## src/rtl/dma_sync_pkg.sv

```systemverilog
package dma_sync_pkg;
  typedef enum logic [1:0] {
    EDGE_RISE = 2'b00,
    EDGE_FALL = 2'b01,
    EDGE_BOTH = 2'b10,
    EDGE_NONE = 2'b11
  } edge_pol_e;
endpackage

```

## src/rtl/sync_edge_det.sv

```systemverilog
module sync_edge_det
  import dma_sync_pkg::*;
(
  input  logic      clk_i,
  input  logic      rst_ni,
  input  logic      lvl_i,
  input  edge_pol_e pol_i,
  output logic      pulse_o
);
  logic lvl_q;
  logic rise, fall;

  always_ff @(posedge clk_i or negedge rst_ni) begin
    if (!rst_ni) lvl_q <= 1'b0;
    else         lvl_q <= lvl_i;
  end

  assign rise = lvl_i & ~lvl_q;
  assign fall = ~lvl_i & lvl_q;

  always_comb begin
    unique case (pol_i)
      EDGE_RISE: pulse_o = rise;
      EDGE_FALL: pulse_o = fall;
      EDGE_BOTH: pulse_o = rise | fall;
      default:   pulse_o = 1'b0;
    endcase
  end
endmodule

```

## src/rtl/req_gate_ctr.sv

```systemverilog
module req_gate_ctr #(
  parameter int unsigned CNT_W = 5
) (
  input  logic             clk_i,
  input  logic             rst_ni,
  input  logic             sync_en_i,
  input  logic [CNT_W-1:0] req_cnt_i,
  input  logic             ack_i,
  input  logic             sync_pulse_i,
  input  logic             evt_gen_en_i,
  output logic             open_o,
  output logic             ovr_hit_o,
  output logic             evt_o
);
  logic             open_q, open_d;
  logic [CNT_W-1:0] cnt_q, cnt_d, base;
  logic             evt_d;
  logic             underrun_now;

  assign underrun_now = sync_en_i & open_q & ack_i & (cnt_q == '0);
  assign ovr_hit_o    = sync_en_i & sync_pulse_i & open_q & ~underrun_now;
  assign base         = open_q ? '0 : cnt_q;

  always_comb begin
    open_d = open_q;
    cnt_d  = cnt_q;
    evt_d  = 1'b0;
    if (sync_en_i) begin
      if (open_q && ack_i) begin
        if (cnt_q == '0) begin
          open_d = 1'b0;
          evt_d  = evt_gen_en_i;
        end else begin
          cnt_d = cnt_q - 1'b1;
        end
      end
      // reload on edge when idle or when the burst closes this cycle
      if (sync_pulse_i && (!open_q || underrun_now)) begin
        open_d = 1'b1;
        cnt_d  = req_cnt_i;
      end
    end else begin
      // free mode: count acks upward, abandon any open window
      open_d = 1'b0;
      cnt_d  = base;
      if (ack_i) begin
        if (base == req_cnt_i) begin
          cnt_d = '0;
          evt_d = evt_gen_en_i;
        end else begin
          cnt_d = base + 1'b1;
        end
      end
    end
  end

  always_ff @(posedge clk_i or negedge rst_ni) begin
    if (!rst_ni) begin
      open_q <= 1'b0;
      cnt_q  <= '0;
      evt_o  <= 1'b0;
    end else begin
      open_q <= open_d;
      cnt_q  <= cnt_d;
      evt_o  <= evt_d;
    end
  end

  assign open_o = open_q;

  assert_blocked_after_underrun_R5: assert property (@(posedge clk_i) disable iff (!rst_ni)
    (underrun_now && !sync_pulse_i) |=> !open_q);

  assert_window_load_R2: assert property (@(posedge clk_i) disable iff (!rst_ni)
    (sync_en_i && sync_pulse_i && !open_q) |=> (open_q && cnt_q == $past(req_cnt_i)));

  assert_coincident_reload_R8: assert property (@(posedge clk_i) disable iff (!rst_ni)
    (underrun_now && sync_pulse_i) |=> (open_q && cnt_q == $past(req_cnt_i)));

  assert_evt_gated_R3: assert property (@(posedge clk_i) disable iff (!rst_ni)
    !evt_gen_en_i |=> !evt_o);
endmodule

```

## src/rtl/ovr_status.sv

```systemverilog
module ovr_status (
  input  logic clk_i,
  input  logic rst_ni,
  input  logic set_i,
  input  logic clr_i,
  input  logic irq_en_i,
  output logic flag_o,
  output logic irq_o
);
  always_ff @(posedge clk_i or negedge rst_ni) begin
    if (!rst_ni)    flag_o <= 1'b0;
    else if (set_i) flag_o <= 1'b1;
    else if (clr_i) flag_o <= 1'b0;
  end

  assign irq_o = flag_o & irq_en_i;

  assert_ovr_sticky_R6: assert property (@(posedge clk_i) disable iff (!rst_ni)
    (flag_o && !clr_i) |=> flag_o);

  assert_ovr_set_R4: assert property (@(posedge clk_i) disable iff (!rst_ni)
    set_i |=> flag_o);
endmodule

```

## src/rtl/dma_req_sync_chan.sv

```systemverilog
module dma_req_sync_chan
  import dma_sync_pkg::*;
#(
  parameter int unsigned CNT_W = 5
) (
  input  logic             clk_i,
  input  logic             rst_ni,
  input  logic             per_req_i,
  input  logic             dma_ack_i,
  input  logic             sync_evt_i,
  input  logic             sync_en_i,
  input  logic [1:0]       sync_pol_i,
  input  logic [CNT_W-1:0] req_cnt_i,
  input  logic             evt_gen_en_i,
  input  logic             ovr_irq_en_i,
  input  logic             ovr_clr_i,
  output logic             dma_req_o,
  output logic             evt_o,
  output logic             ovr_flag_o,
  output logic             ovr_irq_o
);
  logic sync_pulse;
  logic win_open;
  logic ovr_hit;

  sync_edge_det u_edge (
    .clk_i   (clk_i),
    .rst_ni  (rst_ni),
    .lvl_i   (sync_evt_i),
    .pol_i   (edge_pol_e'(sync_pol_i)),
    .pulse_o (sync_pulse)
  );

  req_gate_ctr #(.CNT_W(CNT_W)) u_ctr (
    .clk_i        (clk_i),
    .rst_ni       (rst_ni),
    .sync_en_i    (sync_en_i),
    .req_cnt_i    (req_cnt_i),
    .ack_i        (dma_ack_i),
    .sync_pulse_i (sync_pulse),
    .evt_gen_en_i (evt_gen_en_i),
    .open_o       (win_open),
    .ovr_hit_o    (ovr_hit),
    .evt_o        (evt_o)
  );

  ovr_status u_ovr (
    .clk_i    (clk_i),
    .rst_ni   (rst_ni),
    .set_i    (ovr_hit),
    .clr_i    (ovr_clr_i),
    .irq_en_i (ovr_irq_en_i),
    .flag_o   (ovr_flag_o),
    .irq_o    (ovr_irq_o)
  );

  assign dma_req_o = sync_en_i ? (per_req_i & win_open) : per_req_i;

  assert_free_pass_R1: assert property (@(posedge clk_i) disable iff (!rst_ni)
    (!sync_en_i && !ovr_flag_o && !ovr_clr_i) |=> !ovr_flag_o);

  assert_closed_blocks_R2: assert property (@(posedge clk_i) disable iff (!rst_ni)
    (sync_en_i && !win_open) |-> !dma_req_o);
endmodule

```

## config.mk

```make
export PLATFORM = sky130hd
export DESIGN_NAME = dma_req_sync_chan
export DESIGN_NICKNAME = d
export VERILOG_FILES = /design/src/rtl/dma_sync_pkg.sv /design/src/rtl/sync_edge_det.sv /design/src/rtl/req_gate_ctr.sv /design/src/rtl/ovr_status.sv /design/src/rtl/dma_req_sync_chan.sv
export SDC_FILE = /design/constraint.sdc
export NUM_CORES = 1
export LEC_CHECK = 0
export ABC_CLOCK_PERIOD_IN_PS = 6380
export BUFFER_PORTS_ARGS = -buffer_cell sky130_fd_sc_hd__buf_4
export CAP_MARGIN = 10
export CORE_MARGIN = 2
export CORE_UTILIZATION = 35
export CTS_CLUSTER_DIAMETER = 120
export DETAILED_ROUTE_END_ITERATION = 8
export PLACE_DENSITY = 0.53
export SLEW_MARGIN = 0
export SYNTH_ARGS = -nofsm -noshare
export SYNTH_HDL_FRONTEND = slang
export SYNTH_SLANG_ARGS = --single-unit
```

## constraint.sdc

```tcl
create_clock -name clk_i -period 6.38 [get_ports clk_i]
set_input_delay 0.957 -clock clk_i [delete_from_list [all_inputs] [get_ports clk_i]]
set_output_delay 0.957 -clock clk_i [all_outputs]
set_load 0.02 [all_outputs]
```

==> results.sh <==
export IMPL_antenna_found_initial=0
export IMPL_clk_pin_slew_ns=0.08
export IMPL_ios=20
export IMPL_avgSynthCellArea_sq_um=7.88
export IMPL_drive_above_1_share_pct=21.4
export IMPL_final_nets=147
export IMPL_worstPathRequired_ns=6.55
export IMPL_p_per_area_nw_per_um2=228
export IMPL_cts_tree="done"
export IMPL_rows=18
export IMPL_max_stage_delay_ns=0.59
export IMPL_finalCritPeriodShare_pct=43.1
export IMPL_route_vias_total=847
export IMPL_grt_pass1_wl_um=3710
export IMPL_yosysMostFrequentCell="nor2_1"
export IMPL_ys_flop_type="dfrtp_1"
export IMPL_cpLargestDelayFamily="simple AND/OR/NAND/NOR gates"
export IMPL_die_w_um=53.8
export IMPL_cts_buffers=3
export IMPL_cts_resized=0
export IMPL_routed_wirelength_um=2260
export IMPL_power_internal_uw=138
export IMPL_cp_cell_sequence="inv_1 -> ha_1 -> or4b_1 -> o21ai_2 -> or3b_1 -> o221ai_2 -> a21oi_1 -> o2bb2a_2"
export IMPL_grtUsageMet1_pct=23.9
export IMPL_reg2reg_to="u_ctr.cnt_q[2]"
export IMPL_crit_path_end="u_ctr.cnt_q[2]"
export IMPL_grt_util_met2_pct=29.9
export IMPL_grt_pass1_vias=797
export IMPL_ant_nets=0
export IMPL_synth_edf_count=0
export IMPL_relSlewSlack_pct=64.5
export IMPL_drt_iter0_drc=10
export IMPL_grt_max_degree=18
export IMPL_grt_usage_pct=18.0
export IMPL_cp_slowest_cell="or4b_1"
export IMPL_core_sq_um=2410
export IMPL_yosys_top_cells_count="15 x nor2_1, 11 x inv_1, 9 x dfrtp_1, 9 x o21ai_0, 7 x nand3_1"
export IMPL_gr_total_overflow=0
export IMPL_cp_buffers_inverters=1
export IMPL_critPathLaunchType="flop"
export IMPL_fmax_ghz=0.364
export IMPL_syn_instance_count=110
export IMPL_synth_nets=130
export IMPL_grt_busiest_layer="met2"
export IMPL_ctsHtreeMaxLevel=1
export IMPL_place_gp_congestion=0.864
export IMPL_clk_path_buf_depth=2
export IMPL_area_delta_synth_final_pct=18.8
export IMPL_finalHoldViolCount=0
export IMPL_synth_seq_cells=9
export IMPL_path_class="flop to flop"
export IMPL_cts_root_buf="clkbuf_4"
export IMPL_met3_usage_pct=2.22
export IMPL_cts_sinks=9
export IMPL_synthDominantCellAreaShare_pct=26.0
export IMPL_ir_drop_uv=114
export IMPL_cp_startpoint="u_ctr.cnt_q[0]"
export IMPL_maxCapViolCount=0
export IMPL_fillers=269
export IMPL_netlist_top_cells_area="dfrtp_1 26%, nor2_1 6.5%, ha_1 5.8%"
export IMPL_dpl_hpwl_um=1680
export IMPL_path_depth=8
export IMPL_reg2reg_from="u_ctr.cnt_q[0]"
export IMPL_antenna_cells=0
export IMPL_synth_seq_area_share_pct=26.0
export IMPL_yosys_warnings=0
export IMPL_port_buffers=19
export IMPL_r2r_setup_slack_ns=3.63
export IMPL_tightest_slew_ns=0.532
export IMPL_pwr_share_clk_pct=20.3
export IMPL_netSwitchingPower_uw=96.7
export IMPL_start_util_pct=36.0
export IMPL_clock_skew_ns=0.0171
export IMPL_leakagePower_uw=0.000467
export IMPL_swShare_pct=41.2
export IMPL_comb_power_share_pct=42.0
export IMPL_cts_setup_buffers=0
export IMPL_wl_per_cell_um=14.5
export IMPL_end_kind="flop"
export IMPL_r2r_cells=8
export IMPL_async_flop_share_pct=100
export IMPL_drv_slew=0
export IMPL_fin_area_sq_um=1030
export IMPL_drt_pass1_iterations=4
export IMPL_tns_ns=0
export IMPL_status="complete, no violations"
export IMPL_vias_per_cell=5.43
export IMPL_hold_buffers=0
export IMPL_synth_top_area_cell="dfrtp_1"
export IMPL_setup_violations_final=0
export IMPL_die_y_um=53.8
export IMPL_netlist_area_sq_um=867
export IMPL_finalCriticalPeriod_ns=2.75
export IMPL_drc=0
export IMPL_placed_area_sq_um=1000
export IMPL_rsz0062_at_grt="false"
export IMPL_synth_distinct_cells=35
export IMPL_arrival_ns=2.92
export IMPL_dieArea_sq_um=2890
export IMPL_worstSkewPairLatency_ns=0.27
export IMPL_seqPwrFrac_pct=37.8
export IMPL_hold_path_class="primary input to asynchronous set/reset pin"
export IMPL_cp_max_fo=8
-- per-stage QoR --
stage	hold slack [ns]	cells	power (uW)	utilization, %	setup slack, ns
floorplan	0.581	110	164	-	3.73
global placement	0.531	152	187	41.6	3.64
detailed placement	0.535	152	188	41.6	3.62
CTS	0.493	156	237	42.7	3.64
global route	0.495	156	256	42.7	3.46
finish	0.496	156	235	42.7	3.63
-- sequential cells by signal, summed over array words and instances, names as in the netlist --
signal	flops
u_ctr.cnt_q	5
u_ctr.open_o	1
u_ctr.evt_o	1
u_ovr.flag_o	1
u_edge.lvl_q	1
-- kinds of logic after synthesis --
group           after synthesis  synth area share, %
compound gates               31                 26.6
xor+xnor                      6                 6.06
fa+ha+maj                     4                 5.77
flops                         9                 26.0
buf+inv                      18                 9.81
mux                           2                 2.31
simple gates                 40                 23.5
-- power by group through the flow --
stage / Combinational (uW) / Clock (uW) / Sequential (uW)
2_1_floorplan: 86.9 / 0 / 77.6
3_3_place_gp: 97.6 / 0 / 89.5
3_5_place_dp: 98.2 / 0 / 89.4
4_1_cts: 98.8 / 49.8 / 88.3
5_1_grt: 112 / 53.4 / 91.3
6_report: 98.4 / 47.5 / 88.7
-- worst min path at each step --
| stage | from | end | slack (ns) | cells after the start |
|---|---|---|---|---|
| after global placement | u_ovr.flag_o | u_ovr.flag_o | 0.53 | 2 |
| after detailed placement | u_ovr.flag_o | u_ovr.flag_o | 0.54 | 2 |
| after CTS | rst_ni | u_ctr.cnt_q[2] | 0.49 | 1 |
| final | rst_ni | u_ctr.cnt_q[2] | 0.50 | 1 |
| after global routing | rst_ni | u_ctr.cnt_q[2] | 0.49 | 1 |
| after floorplan | u_ctr.cnt_q[0] | u_ctr.cnt_q[0] | 0.58 | 2 |
-- layout by cell type, fill, tap and decap left out, types with 2 or more instances in the layout --
cell type and instances:
a21boi_0 2, mux2i_1 2, buf_4 19, nor2_1 15
ha_1 4, nor4bb_1 2, a31oi_1 2, nand4_1 3
a21oi_1 2, clkbuf_4 3, o2bb2a_2 2, nand2_1 5
nor2b_1 2, dfrtp_1 9, and2_1 2, nand3_1 7
o21ai_0 9, inv_1 11, o211ai_1 4, xnor2_1 5
o221ai_2 2
-- routing by layer --
metal / share of wire (%) / vias up
li1: - / 427
met4: 0.62 / 0
met3: 3.7 / 2
met2: 49 / 12
met1: 46 / 406
met5: 0 / -
-- final cells by class --
| class | count | area (sq um) | share of cell area [%] |
|---|---|---|---|
| inverters | 11 | 41.3 | 4.01 |
| repair buffers | 19 | 143 | 13.9 |
| well taps | 30 | 37.5 | 3.65 |
| clock buffers | 4 | 26.3 | 2.55 |
| multi-input cells | 83 | 557 | 54.1 |
| flip-flops and latches | 9 | 225 | 21.9 |
Note: power is estimated with default switching activity, not from simulation.
